$ cat config.mk
export PLATFORM = sky130hd
export DESIGN_NAME = ser_tx_dbuf
export DESIGN_NICKNAME = d
export VERILOG_FILES = /design/src/rtl/tx_pkg.sv /design/src/rtl/tx_hold_reg.sv /design/src/rtl/tx_frame_shifter.sv /design/src/rtl/tx_irq_gate.sv /design/src/rtl/ser_tx_dbuf.sv
export SDC_FILE = /design/constraint.sdc
export NUM_CORES = 1
export LEC_CHECK = 0
export BUFFER_PORTS_ARGS = -buffer_cell sky130_fd_sc_hd__buf_2
export CAP_MARGIN = 0
export CORE_MARGIN = 2
export CORE_UTILIZATION = 40
export DETAILED_ROUTE_END_ITERATION = 16
export SYNTH_ARGS = -nofsm -noshare
export SYNTH_HDL_FRONTEND = slang
export SYNTH_SLANG_ARGS = --single-unit
$ cat constraint.sdc
create_clock -name clk -period 1.8 [get_ports clk]
set_clock_uncertainty 0.1 [all_clocks]
set_input_delay 0.54 -clock clk [delete_from_list [all_inputs] [get_ports clk]]
set_output_delay 0.54 -clock clk [all_outputs]
set_load 0.01 [all_outputs]
$ cat src/rtl/tx_pkg.sv
// Shared types for the buffered serial transmitter.
// Assumes a two-bit mode field in which the upper bit selects synchronous framing.
package tx_pkg;
    typedef enum logic [1:0] {
        FRM_ASYNC      = 2'b00,
        FRM_ASYNC_ADDR = 2'b01,
        FRM_SYNC       = 2'b10,
        FRM_SYNC_ALT   = 2'b11
    } frame_mode_e;
endpackage

$ cat src/rtl/tx_hold_reg.sv
// Holding register: stores one byte written by the CPU and reports whether it is empty.
// Assumes the shifter pulses take_i for one cycle when it moves the byte out.
// A write in the same cycle as a take wins, so the new byte stays pending.
module tx_hold_reg #(
    parameter int DATA_W = 8
) (
    input  logic              clk,
    input  logic              rst_n,
    input  logic              wr_en_i,
    input  logic [DATA_W-1:0] wr_data_i,
    input  logic              take_i,
    output logic              full_o,
    output logic [DATA_W-1:0] data_o
);
    // Purpose: capture written bytes and track occupancy.
    always_ff @(posedge clk) begin
        if (!rst_n) begin
            full_o <= 1'b0;
            data_o <= '0;
        end else if (wr_en_i) begin
            full_o <= 1'b1;
            data_o <= wr_data_i;
        end else if (take_i) begin
            full_o <= 1'b0;
        end
    end
endmodule

$ cat src/rtl/tx_frame_shifter.sv
// Frame shifter: builds a frame from the pending byte and shifts it out one bit per tick.
// Assumes bit_tick is a one-cycle strobe. Loads on an idle cycle, or on the tick that
// ends the last bit of the current frame, so chained frames have no gap.
module tx_frame_shifter
    import tx_pkg::*;
#(
    parameter int DATA_W = 8
) (
    input  logic              clk,
    input  logic              rst_n,
    input  logic              bit_tick,
    input  logic              pend_i,
    input  logic [DATA_W-1:0] pend_data_i,
    input  logic [1:0]        mode_i,
    input  logic              addr_i,
    output logic              take_o,
    output logic              busy_o,
    output logic              txd_o
);
    localparam int FRAME_W = DATA_W + 3;
    localparam int CNT_W   = $clog2(FRAME_W + 1);

    logic               active;
    logic [FRAME_W-1:0] shreg;
    logic [CNT_W-1:0]   bits_left;
    logic [FRAME_W-1:0] new_frame;
    logic [CNT_W-1:0]   new_len;
    logic               frame_end;
    frame_mode_e        fmode;

    assign fmode = frame_mode_e'(mode_i);

    // Purpose: assemble the frame bits and the frame length for the selected mode.
    always_comb begin
        new_frame = '1;
        new_len   = CNT_W'(DATA_W + 2);
        unique case (fmode)
            FRM_ASYNC: begin
                new_frame[0]        = 1'b0;
                new_frame[DATA_W:1] = pend_data_i;
            end
            FRM_ASYNC_ADDR: begin
                new_frame[0]          = 1'b0;
                new_frame[DATA_W:1]   = pend_data_i;
                new_frame[DATA_W+1]   = addr_i;
                new_len               = CNT_W'(DATA_W + 3);
            end
            default: begin
                new_frame[DATA_W-1:0] = pend_data_i;
                new_len               = CNT_W'(DATA_W);
            end
        endcase
    end

    // Purpose: decide when the last bit ends and when the pending byte is taken.
    always_comb begin
        frame_end = active && bit_tick && (bits_left == CNT_W'(1));
        take_o    = pend_i && (!active || frame_end);
    end

    // Purpose: load, shift and retire frames.
    always_ff @(posedge clk) begin
        if (!rst_n) begin
            active    <= 1'b0;
            shreg     <= '1;
            bits_left <= '0;
        end else if (take_o) begin
            active    <= 1'b1;
            shreg     <= new_frame;
            bits_left <= new_len;
        end else if (frame_end) begin
            active    <= 1'b0;
            shreg     <= '1;
            bits_left <= '0;
        end else if (active && bit_tick) begin
            shreg     <= {1'b1, shreg[FRAME_W-1:1]};
            bits_left <= bits_left - CNT_W'(1);
        end
    end

    assign busy_o = active;
    assign txd_o  = active ? shreg[0] : 1'b1;
endmodule

$ cat src/rtl/tx_irq_gate.sv
// Interrupt gate: drives a level request while the enable and the empty flag are both set.
// Assumes the downstream controller handles the level; nothing is latched here.
module tx_irq_gate (
    input  logic irq_en_i,
    input  logic empty_i,
    output logic irq_o
);
    // Purpose: combine enable and status into a level request.
    always_comb irq_o = irq_en_i & empty_i;
endmodule

$ cat src/rtl/ser_tx_dbuf.sv
// Top of the buffered serial transmitter: holding register, frame shifter and interrupt gate.
// Assumes a synchronous active-low reset and an external bit-rate tick.
module ser_tx_dbuf #(
    parameter int DATA_W = 8
) (
    input  logic              clk,
    input  logic              rst_n,
    input  logic              bit_tick,
    input  logic              wr_en,
    input  logic [DATA_W-1:0] wr_data,
    input  logic [1:0]        mode,
    input  logic              addr_bit,
    input  logic              irq_en,
    output logic              hold_empty,
    output logic              tx_busy,
    output logic              tx_irq,
    output logic              txd
);
    logic              pend_full;
    logic [DATA_W-1:0] pend_data;
    logic              take;

    tx_hold_reg #(.DATA_W(DATA_W)) u_hold (
        .clk       (clk),
        .rst_n     (rst_n),
        .wr_en_i   (wr_en),
        .wr_data_i (wr_data),
        .take_i    (take),
        .full_o    (pend_full),
        .data_o    (pend_data)
    );

    tx_frame_shifter #(.DATA_W(DATA_W)) u_shift (
        .clk         (clk),
        .rst_n       (rst_n),
        .bit_tick    (bit_tick),
        .pend_i      (pend_full),
        .pend_data_i (pend_data),
        .mode_i      (mode),
        .addr_i      (addr_bit),
        .take_o      (take),
        .busy_o      (tx_busy),
        .txd_o       (txd)
    );

    assign hold_empty = ~pend_full;

    tx_irq_gate u_irq (
        .irq_en_i (irq_en),
        .empty_i  (hold_empty),
        .irq_o    (tx_irq)
    );
endmodule

==> results.sh <==
export IMPL_status="finished clean"
export IMPL_synth_area_leaders="dfxtp_1 36%, mux2i_1 6.7%, nor2b_1 6.5%, o311ai_1 5.9%, nor3b_1 5.6%"
export IMPL_min_delay_start="addr_bit"
export IMPL_grt_pass1_wl_mm=4.52
export IMPL_yosysMostFrequentCell="dfxtp_1"
export IMPL_peakVddDrop_v=0.000415
export IMPL_place_inst=200
export IMPL_post_cts_setup_buffers=0
export IMPL_cp_end_kind="output port"
export IMPL_cts_clk_slew_worst_paths_ns=0.14
export IMPL_drv_cap=0
export IMPL_vias=1081
export IMPL_hold_viol_final=0
export IMPL_portBuffers=19
export IMPL_ys_flop_type="dfxtp_1"
export IMPL_yosysSeqAreaShare_pct=35.8
export IMPL_initialDrtViolationCount=23
export IMPL_timing_reg2reg_setup_slack_ns=0.10
export IMPL_stdcell_area_mm2=0.00154
export IMPL_track_usage_pct=15.9
export IMPL_reg2reg_to="u_shift.shreg[2]"
export IMPL_fp_dieH_um=61.9
export IMPL_cts_tree="yes"
export IMPL_synth_nets=157
export IMPL_diodes=0
export IMPL_switching_power_mw=0.332
export IMPL_synth_top_area_share_pct=35.8
export IMPL_antenna_found_initial=0
export IMPL_max_stage_delay_ns=0.42
export IMPL_worstMarginPinSlew_ns=0.403
export IMPL_power_frac_clock_pct=24.8
export IMPL_gr_total_overflow=0
export IMPL_hold_end="u_shift.shreg[9]"
export IMPL_wl_per_cell_um=13.5
export IMPL_slew_headroom_pct=73.1
export IMPL_rr_worst_depth=5
export IMPL_r2r_start="u_shift.bits_left[0]"
export IMPL_clock_path_buffers=2
export IMPL_cts_root_buf="clkbuf_4"
export IMPL_grt_max_degree=25
export IMPL_cp_top_family="flip-flops"
export IMPL_finalSetupViolCount=0
export IMPL_core_mm2=0.00328
export IMPL_fin_cells=204
export IMPL_critPathBufInv=2
export IMPL_min_path_type="in -> reg"
export IMPL_cts_htree_levels=1
export IMPL_max_freq_ghz=0.573
export IMPL_slew_violations=0
export IMPL_drt_wl_total_mm=2.76
export IMPL_viasPerCell=5.30
export IMPL_drc=0
export IMPL_nFillCells=330
export IMPL_p_int_mw=0.827
export IMPL_worstSetupPathType="reg -> out"
export IMPL_drtAntennaViolNets=0
export IMPL_power_share_combinational_pct=22.5
export IMPL_async_flop_share_pct=0
export IMPL_synth_cells=139
export IMPL_tns_ns=0
export IMPL_syn_cell_area_mm2=0.00134
export IMPL_netlist_cell_type_count=36
export IMPL_dr_pass1_iters=4
export IMPL_synth_top_area_cell="dfxtp_1"
export IMPL_whs_path_depth=3
export IMPL_slowest_stage="dfxtp_1"
export IMPL_rsz0062_at_grt="false"
export IMPL_nNetsFinal=177
export IMPL_finalCritPeriodShare_pct=97.0
export IMPL_fin_crit_ns=1.75
export IMPL_yosysWarnings=0
export IMPL_drive_gt1_share_pct=26.6
export IMPL_final_setup_worst_slack_ns=0.0533
export IMPL_place_gp_congestion=0.740
export IMPL_grt_pass1_vias=962
export IMPL_die_area_mm2=0.00383
export IMPL_arrival_ns=1.11
export IMPL_placed_area_mm2=0.00151
export IMPL_crit_chain="buf_4 -> buf_2"
export IMPL_p_per_area_mw_per_mm2=751
export IMPL_synth_edff_count=0
export IMPL_cts_buffers=3
export IMPL_clock_sinks=24
export IMPL_p_leak_nw=0.632
export IMPL_place_ws_ns=0.0489
export IMPL_die_width_um=61.9
export IMPL_path_max_fanout=12
export IMPL_clk_latency_ns=0.32
export IMPL_synth_area_per_cell_um2=9.65
export IMPL_rows=21
export IMPL_synth_seq_cells=24
export IMPL_setup_worst_path_start_class="flop"
export IMPL_power_frac_seq_pct=52.7
export IMPL_critical_path_required_ns=1.16
export IMPL_start_util_pct=40.8
export IMPL_area_delta_synth_final_pct=15.0
export IMPL_synthTopCellsByCount="24 x dfxtp_1, 14 x nor2b_1, 11 x nand2_1"
export IMPL_io_pins=20
export IMPL_switching_share_pct=28.6
export IMPL_post_dp_hpwl_mm=2.00
sequential cells by signal, indices dropped and copies added, names as in the netlist:
name               flops
u_shift.bits_left      4
u_shift.shreg         10
u_hold.full_o          1
u_hold.data_o          8
u_shift.busy_o         1
final cells by class:
class	instances	area [um^2]	share of cell area (%)
Tap cell	46	57.6	3.73
Timing Repair Buffer	28	175	11.4
Sequential cell	24	482	31.2
Clock buffer	4	36.3	2.35
Inverter	4	15.0	0.973
Multi-Input combinational cell	98	777	50.4
worst max path at each step:
stage                         startpoint  slack (ns)               end  cells past startpoint
floorplan                        mode[1]        0.20  u_shift.shreg[3]                      4
detailed placement              bit_tick        0.05  u_shift.shreg[2]                      5
CTS                        u_hold.full_o       0.004        hold_empty                      2
global placement                bit_tick        0.06  u_shift.shreg[2]                      5
finish                    u_shift.busy_o        0.05           tx_busy                      2
global route        u_shift.bits_left[1]      0.0008  u_shift.shreg[2]                      6
metrics by stage:
| step | utilization [%] | power [mW] | hold slack [ns] |
|---|---|---|---|
| 3_3_place_gp | 45.8 | 0.874 | 0.358 |
| 6_report | 47.0 | 1.16 | 0.368 |
| 5_1_grt | 47.0 | 1.22 | 0.398 |
| 2_1_floorplan | - | 0.802 | 0.338 |
| 4_1_cts | 46.9 | 1.17 | 0.359 |
| 3_5_place_dp | 45.8 | 0.883 | 0.369 |
tightest hold or removal path: stages:
cell and delay, ns:
buf_2 0.08, a211oi_1 0.03, o21ai_1 0.11
logic make-up (layout without fill, tap and decap cells):
logic type | Yosys count | after routing | synth area share [%]
compound gates | 35 | 35 | 22.3
fa+ha+maj | 2 | 2 | 1.87
buf+inv | 17 | 36 | 6.25
flops | 24 | 24 | 35.8
mux | 16 | 16 | 12.6
simple gates | 45 | 45 | 21.2
timing repair:
action	4_1_cts	5_1_grt
resized for setup	0	1
endpoints found under the setup margin	0	1
hold buffers	0	0
cell usage in the layout (no fill, tap or decap), types with 2 or more instances in the layout:
| master | synthesis | layout |
|---|---|---|
| clkbuf_4 | 0 | 3 |
| buf_4 | 1 | 8 |
| nand3b_1 | 2 | 2 |
| nor2b_1 | 14 | 14 |
| inv_1 | 3 | 3 |
| o311ai_1 | 9 | 9 |
| mux2i_1 | 9 | 9 |
| buf_2 | 7 | 19 |
| a211oi_1 | 4 | 4 |
| nand2b_1 | 3 | 3 |
| mux2_1 | 6 | 6 |
| a211oi_2 | 4 | 4 |
| ha_1 | 2 | 2 |
| a21oi_1 | 4 | 4 |
| o31a_1 | 2 | 2 |
| o21a_1 | 2 | 2 |
| dfxtp_1 | 24 | 23 |
| a31oi_1 | 2 | 2 |
| nor3b_1 | 10 | 10 |
| nand2_1 | 11 | 11 |
power groups by stage:
stage,Clock (mW),Combinational (mW),Sequential [mW]
after floorplan,0,0.192,0.610
after global placement,0,0.255,0.619
after detailed placement,0,0.262,0.622
after CTS,0.301,0.262,0.609
after global routing,0.312,0.292,0.617
final,0.287,0.261,0.610
per-layer routing:
layer | part of all wire, % | global-route usage (%) | vias to the layer above
met5 | 0 | 0 | -
li1 | - | - | 554
met2 | 46 | 23.2 | 17
met1 | 50 | 23.7 | 508
met4 | 0.80 | 6.38 | 0
met3 | 2.5 | 1.86 | 2
Power figures use the tool's default switching activity.
